## src/rtl/mbm_pkg.sv

```systemverilog
package mbm_pkg;
  typedef enum logic [3:0] {
    ST_IDLE,
    ST_LO_SET,
    ST_LO_HOLD,
    ST_HI_SET,
    ST_HI_HOLD,
    ST_DATA,
    ST_SEL,
    ST_STROBE,
    ST_DONE
  } mbm_state_e;

  // Byte of the address placed on the shared lines in an address phase.
  function automatic logic [7:0] mbm_pick_byte(input logic [15:0] a, input logic upper);
    return upper ? a[15:8] : a[7:0];
  endfunction

  // Down-counter preload that makes a phase last n cycles.
  function automatic int unsigned mbm_hold_load(input int unsigned n);
    return (n == 0) ? 0 : n - 1;
  endfunction

  // Phases in which the cycle timer is restarted on entry.
  function automatic logic mbm_is_timed(input mbm_state_e s);
    return (s == ST_LO_SET) || (s == ST_LO_HOLD) || (s == ST_HI_SET) ||
           (s == ST_HI_HOLD) || (s == ST_STROBE);
  endfunction
endpackage

```

## src/rtl/mbm_sync2.sv

```systemverilog
module mbm_sync2 #(
  parameter logic RST_VAL = 1'b1
) (
  input  logic clk,
  input  logic rst_n,
  input  logic d,
  output logic q
);
  logic meta;

  always_ff @(posedge clk or negedge rst_n) begin
    if (!rst_n) begin
      meta <= RST_VAL;
      q    <= RST_VAL;
    end else begin
      meta <= d;
      q    <= meta;
    end
  end
endmodule

```

## src/rtl/mbm_timer.sv

```systemverilog
module mbm_timer #(
  parameter int TW = 8
) (
  input  logic          clk,
  input  logic          rst_n,
  input  logic          load,
  input  logic [TW-1:0] load_val,
  output logic          expired
);
  logic [TW-1:0] cnt;

  always_ff @(posedge clk or negedge rst_n) begin
    if (!rst_n)           cnt <= '0;
    else if (load)        cnt <= load_val;
    else if (cnt != '0)   cnt <= cnt - 1'b1;
  end

  assign expired = (cnt == '0);
endmodule

```

## src/rtl/mux_bus_master.sv

```systemverilog
module mux_bus_master
  import mbm_pkg::*;
#(
  parameter int STROBE_CYC  = 4,
  parameter int TIMEOUT_CYC = 200000
) (
  input  logic        clk,
  input  logic        rst_n,
  input  logic        req_valid,
  output logic        req_ready,
  input  logic        req_write,
  input  logic [15:0] req_addr,
  input  logic [7:0]  req_wdata,
  input  logic        req_target,
  output logic        rsp_valid,
  output logic [7:0]  rsp_rdata,
  output logic        rsp_timeout,
  output logic [7:0]  bus_dout,
  output logic        bus_oe,
  input  logic [7:0]  bus_din,
  output logic        ale_lo,
  output logic        ale_hi,
  output logic        cs0_n,
  output logic        cs1_n,
  output logic        rd_n,
  output logic        wr_n,
  input  logic        ack_n
);
  localparam int MAXC = (TIMEOUT_CYC > STROBE_CYC) ? TIMEOUT_CYC : STROBE_CYC;
  localparam int TW   = $clog2(MAXC + 1);
  localparam logic [TW-1:0] PH_LOAD = TW'(mbm_hold_load(STROBE_CYC));
  localparam logic [TW-1:0] TO_LOAD = TW'(mbm_hold_load(TIMEOUT_CYC));

  mbm_state_e state, nxt;

  logic        q_write, q_tgt;
  logic [15:0] q_addr;
  logic [7:0]  q_wdata;
  logic [7:0]  rdata_q;
  logic        to_q;

  // Named internal events
  logic ack_seen;     // synchronised acknowledge, active low
  logic tmr_exp;
  logic tmr_load;
  logic [TW-1:0] tmr_val;
  logic accept;
  logic in_data;      // data phase: DATA, SEL or STROBE
  logic sel_on;       // chip select window: SEL or STROBE

  mbm_sync2 #(.RST_VAL(1'b1)) u_ack_sync (
    .clk(clk), .rst_n(rst_n), .d(ack_n), .q(ack_seen)
  );

  mbm_timer #(.TW(TW)) u_timer (
    .clk(clk), .rst_n(rst_n), .load(tmr_load), .load_val(tmr_val), .expired(tmr_exp)
  );

  assign accept = (state == ST_IDLE) && req_valid;

  always_comb begin
    nxt = state;
    unique case (state)
      ST_IDLE:    if (req_valid) nxt = ST_LO_SET;
      ST_LO_SET:  if (tmr_exp)   nxt = ST_LO_HOLD;
      ST_LO_HOLD: if (tmr_exp)   nxt = ST_HI_SET;
      ST_HI_SET:  if (tmr_exp)   nxt = ST_HI_HOLD;
      ST_HI_HOLD: if (tmr_exp)   nxt = ST_DATA;
      ST_DATA:                   nxt = ST_SEL;
      ST_SEL:                    nxt = ST_STROBE;
      ST_STROBE:  if (!ack_seen || tmr_exp) nxt = ST_DONE;
      ST_DONE:                   nxt = ST_IDLE;
      default:                   nxt = ST_IDLE;
    endcase
  end

  assign tmr_load = (nxt != state) && mbm_is_timed(nxt);
  assign tmr_val  = (nxt == ST_STROBE) ? TO_LOAD : PH_LOAD;

  always_ff @(posedge clk or negedge rst_n) begin
    if (!rst_n) state <= ST_IDLE;
    else        state <= nxt;
  end

  always_ff @(posedge clk or negedge rst_n) begin
    if (!rst_n) begin
      q_write <= 1'b0;
      q_tgt   <= 1'b0;
      q_addr  <= '0;
      q_wdata <= '0;
    end else if (accept) begin
      q_write <= req_write;
      q_tgt   <= req_target;
      q_addr  <= req_addr;
      q_wdata <= req_wdata;
    end
  end

  always_ff @(posedge clk or negedge rst_n) begin
    if (!rst_n) begin
      rdata_q <= '0;
      to_q    <= 1'b0;
    end else if (state == ST_STROBE && nxt == ST_DONE) begin
      rdata_q <= bus_din;
      to_q    <= ack_seen;
    end
  end

  assign in_data = (state == ST_DATA) || (state == ST_SEL) || (state == ST_STROBE);
  assign sel_on  = (state == ST_SEL) || (state == ST_STROBE);

  always_comb begin
    unique case (state)
      ST_LO_SET, ST_LO_HOLD: bus_dout = mbm_pick_byte(q_addr, 1'b0);
      ST_HI_SET, ST_HI_HOLD: bus_dout = mbm_pick_byte(q_addr, 1'b1);
      ST_DATA, ST_SEL, ST_STROBE: bus_dout = q_write ? q_wdata : 8'h00;
      default:               bus_dout = 8'h00;
    endcase
  end

  assign bus_oe      = !(in_data && !q_write);
  assign ale_lo      = (state == ST_LO_SET);
  assign ale_hi      = (state == ST_HI_SET);
  assign cs0_n       = !(sel_on && !q_tgt);
  assign cs1_n       = !(sel_on && q_tgt);
  assign rd_n        = !((state == ST_STROBE) && !q_write);
  assign wr_n        = !((state == ST_STROBE) && q_write);
  assign req_ready   = (state == ST_IDLE);
  assign rsp_valid   = (state == ST_DONE);
  assign rsp_rdata   = rdata_q;
  assign rsp_timeout = to_q;
endmodule

```

## config.mk

```make
export PLATFORM = sky130hd
export DESIGN_NAME = mux_bus_master
export DESIGN_NICKNAME = d
export VERILOG_FILES = /design/src/rtl/mbm_pkg.sv /design/src/rtl/mbm_sync2.sv /design/src/rtl/mbm_timer.sv /design/src/rtl/mux_bus_master.sv
export SDC_FILE = /design/constraint.sdc
export NUM_CORES = 1
export LEC_CHECK = 0
export BUFFER_PORTS_ARGS = -buffer_cell sky130_fd_sc_hd__buf_4
export CAP_MARGIN = 0
export CORE_MARGIN = 1
export CORE_UTILIZATION = 50
export DETAILED_ROUTE_END_ITERATION = 8
export PLACE_DENSITY = 0.82
export SKIP_LAST_GASP = 1
export SYNTH_ARGS = -nofsm -noshare
export SYNTH_HDL_FRONTEND = slang
export SYNTH_SLANG_ARGS = --single-unit
export TNS_END_PERCENT = 10
```

## constraint.sdc

```tcl
create_clock -name clk -period 6.1 [get_ports clk]
set_input_delay 0.915 -clock clk [delete_from_list [all_inputs] [get_ports clk]]
set_output_delay 0.915 -clock clk [all_outputs]
set_load 0.005 [all_outputs]
```

==> impl_metrics.env, run 1 <==
export IMPL_outcome="complete, no violations"
export IMPL_fmax_ghz=0.296
export IMPL_rsz0062_at_grt="false"
export IMPL_slowest_stage="nor3b_1"
export IMPL_synth_cells=259
export IMPL_leakage_nw=1.83
export IMPL_post_dp_cell_area_um2=3430
export IMPL_worstMarginPinSlew_ns=1.14
export IMPL_period_needed_ns=3.38
export IMPL_combPwrFrac=0.038
export IMPL_critical_path_class="reg2out"
export IMPL_synth_most_common_cell="dfrtp_1"
export IMPL_startpoint_type="flip-flop"
export IMPL_cts_path_max_buffers=2
export IMPL_syn_avg_cell_area_um2=11.2
export IMPL_final_antenna_net_count=0
export IMPL_ys_warn_count=0
export IMPL_dpl_hpwl_um=4360
export IMPL_cts_root_buf="clkbuf_8"
export IMPL_area_growth_syn_to_layout_pct=26.7
export IMPL_syn_area_um2=2900
export IMPL_grt_max_degree=60
export IMPL_path_max_fanout=19
export IMPL_sw_frac_of_total=0.205
export IMPL_grt_pass1_vias=2297
export IMPL_die_x_um=78.2
export IMPL_drtIter0Drc=170
export IMPL_stdcell_area_um2=3680
export IMPL_fin_tns_setup_ns=0
export IMPL_antenna_cells=0
export IMPL_synth_seq_cells=59
export IMPL_synth_seq_area_share=0.509
export IMPL_gp_congestion=0.831
export IMPL_grt_pass1_wl_um=10600
export IMPL_power_frac_clock=0.510
export IMPL_synthSimpleGateAreaFrac=0.172
export IMPL_nets=363
export IMPL_p_int_uw=698
export IMPL_cts_resized=0
export IMPL_crit_chain="nand2b_1 -> nor3b_1 -> a222oi_1 -> inv_1 -> buf_4"
export IMPL_skew_ns=0.0125
export IMPL_ir_drop_mv=0.195
export IMPL_via_per_inst=5.72
export IMPL_grt_util_all_layers=0.223
export IMPL_drt_wl_total_um=6490
export IMPL_period_share=0.554
export IMPL_crit_path_end_kind="primary output"
export IMPL_worstHoldPathType="reg2reg"
export IMPL_synth_mux_area_frac=0.136
export IMPL_die_area_um2=6110
export IMPL_synth_compound_area_frac=0.103
export IMPL_htreeDepth=3
export IMPL_dr_pass1_iters=4
export IMPL_synth_cell_type_count=47
export IMPL_clk_latency_ns=0.34
export IMPL_synth_adder_area_share=0.00862
export IMPL_yosys_most_used_dff="dfrtp_1"
export IMPL_synth_xor_area_frac=0.0422
export IMPL_grt_overflow=0
export IMPL_cts_tree="done"
export IMPL_ys_top_cells_by_area="dfrtp_1, mux2_2, a222oi_1, nand2_1, xor2_1"
export IMPL_num_rows=27
export IMPL_synth_top_family_by_area="simple AND/OR/NAND/NOR gates"
export IMPL_drive_gt1_frac=0.378
export IMPL_io_pins=64
export IMPL_cap_violations=0
export IMPL_cts_hold_fix_buffers=0
export IMPL_synth_commonest_cells="dfrtp_1, mux2_2, nand2_1, nor2_1, inv_1"
export IMPL_utilization=0.664
export IMPL_die_y_um=78.2
export IMPL_finalHoldViolations=0
export IMPL_num_vias=2287
export IMPL_wl_per_cell_um=16.2
export IMPL_switchingPower_uw=180
export IMPL_power_density_nw_per_um2=239
export IMPL_yosys_area_top_type="dfrtp_1"
export IMPL_async_flop_share=1.00
export IMPL_io_buffer_count=63
export IMPL_max_stage_delay_ns=0.85
export IMPL_relSlewSlack=0.241
export IMPL_finalSetupViolations=0
export IMPL_arrival_ns=2.46
export IMPL_finalMaxSlewViolations=0
export IMPL_post_cts_setup_buffers=0
export IMPL_fp_coreArea_um2=5540
export IMPL_cts_buffers=9
export IMPL_antenna_found_initial=0
export IMPL_synth_top_area_share=0.491
export IMPL_seqPwrFrac=0.452
export IMPL_initial_core_util=0.524
export IMPL_required_ns=5.18
export IMPL_drcViolationCount=0
export IMPL_synth_nets=299
export IMPL_cts_sinks=59
export IMPL_synth_edf_count=0
export IMPL_path_clk_slew_ns=0.08
==> power by group through the flow <==
stage / sequential (mW) / combinational (mW) / clock (mW)
2_1_floorplan: 0.404 / 0.00296 / 0
3_3_place_gp: 0.404 / 0.0327 / 0
3_5_place_dp: 0.404 / 0.0336 / 0
4_1_cts: 0.397 / 0.0338 / 0.454
5_1_grt: 0.397 / 0.0365 / 0.468
6_report: 0.397 / 0.0330 / 0.448
==> critical path, delay by kind of cell (launching register included) <==
kind                   cells  cell delay [ns]
AOI/OAI and AO/OA          1             0.19
buffers and inverters      2             0.22
DFF                        1             0.69
and+or+nand+nor            2             1.02
==> area by class of cell <==
| cell class | count | area (um2) |
|---|---|---|
| clock buffers | 10 | 138 |
| flip-flops and latches | 59 | 1480 |
| clock inverters | 6 | 113 |
| multi-input cells | 178 | 1340 |
| well taps | 72 | 90.1 |
| fillers | 425 | 1860 |
| inverters | 12 | 45.0 |
| repair buffers | 63 | 473 |
==> per-layer routing <==
metal  global-route usage  vias to the layer above  part of all wire
met5                    0                        -                 0
met2                0.364                      105              0.48
li1                     -                     1076                 -
met4               0.0704                        0             0.017
met3               0.0698                       16             0.073
met1                0.284                     1090              0.43
==> registers in the layout (all words and copies together), names as in the netlist <==
name / cells
state: 4
u_ack_sync.meta: 1
q_tgt: 1
q_wdata: 8
q_write: 1
u_ack_sync.q: 1
q_addr: 16
rsp_timeout: 1
u_timer.cnt: 18
rsp_rdata: 8
==> through the flow <==
stage / hold WS, ns / setup slack, ns / std cells / power, mW
after floorplan: 0.345 / 3.62 / 259 / 0.407
after global placement: 0.347 / 3.15 / 384 / 0.437
after detailed placement: 0.348 / 3.05 / 384 / 0.438
after CTS: 0.364 / 2.68 / 400 / 0.885
after global routing: 0.369 / 2.56 / 400 / 0.901
final: 0.363 / 2.72 / 400 / 0.878
==> logic make-up after synthesis <==
kind of cell,count (synthesis)
DFF,59
adders and majority gates,2
AOI/OAI and AO/OA,38
muxes,35
xor gates and xnor gates,14
buffers and inverters,22
and+or+nand+nor,89
==> final timing paths <==
| path | startpoint | endpoint | slack (ns) | depth (start not counted) |
|---|---|---|---|---|
| worst min-delay path | u_ack_sync.meta$_DFF_PN1_ | u_ack_sync.q$_DFF_PN1_ | 0.36 | 0 |
| max in group asynchronous | rst_n | rsp_rdata[7]$_DFFE_PN0P_ | 4.98 | 1 |
| min in group asynchronous | rst_n | u_timer.cnt[13]$_DFFE_PN0P_ | 0.63 | 1 |
| worst min register to register | u_ack_sync.meta$_DFF_PN1_ | u_ack_sync.q$_DFF_PN1_ | 0.36 | 0 |
| worst max register to register | state[2]$_DFF_PN0_ | u_timer.cnt[5]$_DFFE_PN0P_ | 3.27 | 5 |
| worst max-delay path | state[2]$_DFF_PN0_ | bus_dout[1] | 2.72 | 5 |
==> placed cells by master (no fill, tap or decap), types with 2 or more instances in the layout <==
master / n
nor4_1: 4
nand2b_1: 4
nor3b_1: 2
nor2_1: 18
or3_1: 5
xnor2_1: 6
o21ai_1: 2
nand3_1: 8
xor2_1: 8
o21ai_0: 3
clkbuf_8: 10
dfstp_2: 2
nand2_1: 19
nor3_2: 2
inv_1: 12
clkinv_4: 2
a222oi_1: 8
a21oi_1: 11
mux2_2: 34
dfrtp_1: 57
ha_1: 2
nand3b_1: 3
buf_4: 63
bufinv_16: 3
nor3_1: 7
a211oi_1: 2
nand4_1: 6
nor4b_1: 3
or4_1: 2
No activity file was read; power rests on OpenSTA's default activity.
==> inputs of run 2 (changes only) <==
--- a/config.mk
+++ b/config.mk
@@ -5,6 +5,7 @@
 export SDC_FILE = /design/constraint.sdc
 export NUM_CORES = 1
 export LEC_CHECK = 0
+export ABC_AREA = 1
 export BUFFER_PORTS_ARGS = -buffer_cell sky130_fd_sc_hd__buf_4
 export CAP_MARGIN = 0
 export CORE_MARGIN = 1
==> constraint.sdc (replaced) <==
create_clock -name clk -period 3.5 [get_ports clk]
set_input_delay 0.525 -clock clk [delete_from_list [all_inputs] [get_ports clk]]
set_output_delay 0.525 -clock clk [all_outputs]
set_load 0.005 [all_outputs]
==> run 2 against run 1 <==
Effect of this change: critical path type unchanged; the flow now finishes with violations (DRC); highest routed layer unchanged; die area grew 4.9%; power is 54% higher; global-route usage about the same; largest power group is now registers; synthesized cell count grew 28%; combinational power up 38%; critical endpoint is now bus_dout[4]; routed wire length increased by 0.83%.
==> impl_metrics.env, run 2 <==
export IMPL_cts_tree="done"
export IMPL_cts_hold_fix_buffers=0
export IMPL_synth_commonest_cells="nand2_1, dfrtp_1, nor2_1, mux2_2, nand3_1"
export IMPL_synth_cell_type_count=33
export IMPL_initial_core_util=0.518
export IMPL_synth_seq_cells=59
export IMPL_drtIter0Drc=80
export IMPL_clk_latency_ns=0.34
export IMPL_instances_no_fill=481
export IMPL_cts_buffers=9
export IMPL_ys_top_cells_by_area="dfrtp_1, nand2_1, mux2_2, nor2_1, nand3_1"
export IMPL_cap_violations=0
export IMPL_synth_nets=372
export IMPL_synth_most_common_cell="nand2_1"
export IMPL_synth_top_area_share=0.468
export IMPL_required_ns=2.97
export IMPL_startpoint_type="flip-flop"
export IMPL_power_density_nw_per_um2=359
export IMPL_skew_ns=0.0146
export IMPL_num_vias=2446
export IMPL_synth_mux_area_frac=0.0923
export IMPL_leakage_nw=1.92
export IMPL_path_max_fanout=8
export IMPL_worstHoldPathType="in2async"
export IMPL_synth_xor_area_frac=0.0460
export IMPL_arrival_ns=2.01
export IMPL_synth_compound_area_frac=0.0341
export IMPL_dp_cells=465
export IMPL_die_x_um=80.1
export IMPL_critical_path_class="reg2out"
export IMPL_post_cts_setup_buffers=0
export IMPL_dr_pass1_iters=6
export IMPL_final_common_cell="nand2_1"
export IMPL_largest_register_ffs=18
export IMPL_synth_seq_area_share=0.485
export IMPL_antenna_found_initial=0
export IMPL_synth_adder_area_share=0.00821
export IMPL_synth_cells=332
export IMPL_syn_avg_cell_area_um2=9.18
export IMPL_regToRegSetupSlack_ns=1.14
export IMPL_stdcell_area_um2=3780
export IMPL_grt_util_all_layers=0.223
export IMPL_drcViolationCount=1
export IMPL_yosys_area_top_type="dfrtp_1"
export IMPL_rr_endpoint="u_timer.cnt[15]$_DFFE_PN0P_"
export IMPL_regMostFlops="u_timer.cnt"
export IMPL_period_share=0.725
export IMPL_drt_wl_total_um=6540
export IMPL_num_rows=28
export IMPL_synthSimpleGateAreaFrac=0.292
export IMPL_fp_coreArea_um2=5890
export IMPL_fin_tns_setup_ns=0
export IMPL_rr_worst_depth=12
export IMPL_grt_pass1_vias=2335
export IMPL_cts_path_max_buffers=2
export IMPL_die_area_um2=6410
export IMPL_syn_area_um2=3050
export IMPL_path_clk_slew_ns=0.07
export IMPL_violations="DRC"
export IMPL_post_dp_cell_area_um2=3580
export IMPL_worstMarginPinSlew_ns=0.739
export IMPL_cts_sinks=59
export IMPL_drive_gt1_frac=0.360
export IMPL_gp_congestion=0.861
export IMPL_finalHoldViolations=0
export IMPL_io_pins=64
export IMPL_final_antenna_net_count=0
export IMPL_ir_drop_mv=0.393
export IMPL_die_y_um=80.1
export IMPL_htreeDepth=3
export IMPL_reg_top3="u_timer.cnt x18, q_addr x16"
export IMPL_dpl_hpwl_um=4680
export IMPL_finalMaxSlewViolations=0
export IMPL_rsz0062_at_grt="false"
export IMPL_crit_path_end_kind="primary output"
export IMPL_layout_common_cells="nand2_1, buf_4, dfrtp_1"
export IMPL_wl_per_cell_um=13.6
export IMPL_ys_warn_count=0
export IMPL_grt_pass1_wl_um=10800
export IMPL_outcome="finished with violations"
export IMPL_cts_resized=0
export IMPL_synth_edf_count=0
export IMPL_n_fill_cell=496
export IMPL_finalSetupViolations=0
export IMPL_nets=441
export IMPL_area_growth_syn_to_layout_pct=23.9
export IMPL_hold_ws_ns=0.235
export IMPL_grt_overflow=0
export IMPL_period_needed_ns=2.54
export IMPL_cts_root_buf="clkbuf_8"
export IMPL_yosys_most_used_dff="dfrtp_1"
export IMPL_r2r_start="u_timer.cnt[0]$_DFFE_PN0P_"
export IMPL_synth_top_family_by_area="simple AND/OR/NAND/NOR gates"
export IMPL_power_total_mw=1.36
export IMPL_grt_max_degree=60
export IMPL_fmax_ghz=0.394
export IMPL_relSlewSlack=0.507
export IMPL_via_per_inst=5.09
export IMPL_io_buffer_count=63
export IMPL_antenna_cells=0
export IMPL_async_flop_share=1.00
run 2: critical path: stages, from the launching register on:
cell and delay, ns:
dfrtp_1 0.46, nor2_1 0.21, nand2_2 0.11, o21ai_1 0.54
nand2_1 0.12, nand3_1 0.13, buf_4 0.11
run 2: stage by stage:
stage	worst slack (ns)	utilization
2_1_floorplan	1.53	-
3_3_place_gp	1.22	0.608
3_5_place_dp	1.12	0.608
4_1_cts	0.932	0.642
5_1_grt	0.723	0.642
6_report	0.963	0.642
run 2: worst max-delay path by stage:
stage | to | slack [ns] | from
after floorplan | u_timer.cnt[10]$_DFFE_PN0P_ | 1.53 | u_timer.cnt[0]$_DFFE_PN0P_
after global placement | u_timer.cnt[7]$_DFFE_PN0P_ | 1.22 | u_timer.cnt[0]$_DFFE_PN0P_
after detailed placement | u_timer.cnt[15]$_DFFE_PN0P_ | 1.12 | u_timer.cnt[0]$_DFFE_PN0P_
after CTS | bus_dout[4] | 0.93 | state[3]$_DFF_PN0_
after global routing | bus_dout[2] | 0.72 | state[3]$_DFF_PN0_
final | bus_dout[4] | 0.96 | state[3]$_DFF_PN0_
run 2: routing by layer:
layer,vias up,global-route usage,wire length (um)
li1,1204,-,-
met1,1161,0.286,2940
met2,74,0.357,3120
met3,7,0.0750,407
met4,0,0.0661,69
met5,-,0,0
run 2: cell type report:
class | count | area (um2) | area share
clock buffer | 9 | 124 | 0.0328
inverter | 24 | 90.1 | 0.0238
tap | 75 | 93.8 | 0.0248
clock inverter | 7 | 76.3 | 0.0202
sequential | 59 | 1480 | 0.392
timing repair buffer | 63 | 473 | 0.125
multi-input combinational | 244 | 1440 | 0.382
run 2: kinds of logic (layout without fill, tap and decap cells):
logic type / after synthesis / in the layout
AO/OA/AOI/OAI: 19 / 19
XOR/XNOR: 16 / 16
adder cells (fa/ha/maj): 2 / 2
buffers and inverters: 29 / 103
flip-flops: 59 / 59
multiplexers: 25 / 25
AND/OR/NAND/NOR: 182 / 182
run 2: power breakdown:
part / switching (mW) / total, mW / leakage, nW / internal, mW
Clock: 0.294 / 0.625 / 0.0958 / 0.332
Combinational: 0.0191 / 0.0456 / 1.10 / 0.0266
Sequential: 0.000860 / 0.684 / 0.725 / 0.684
Total: 0.313 / 1.36 / 1.92 / 1.04
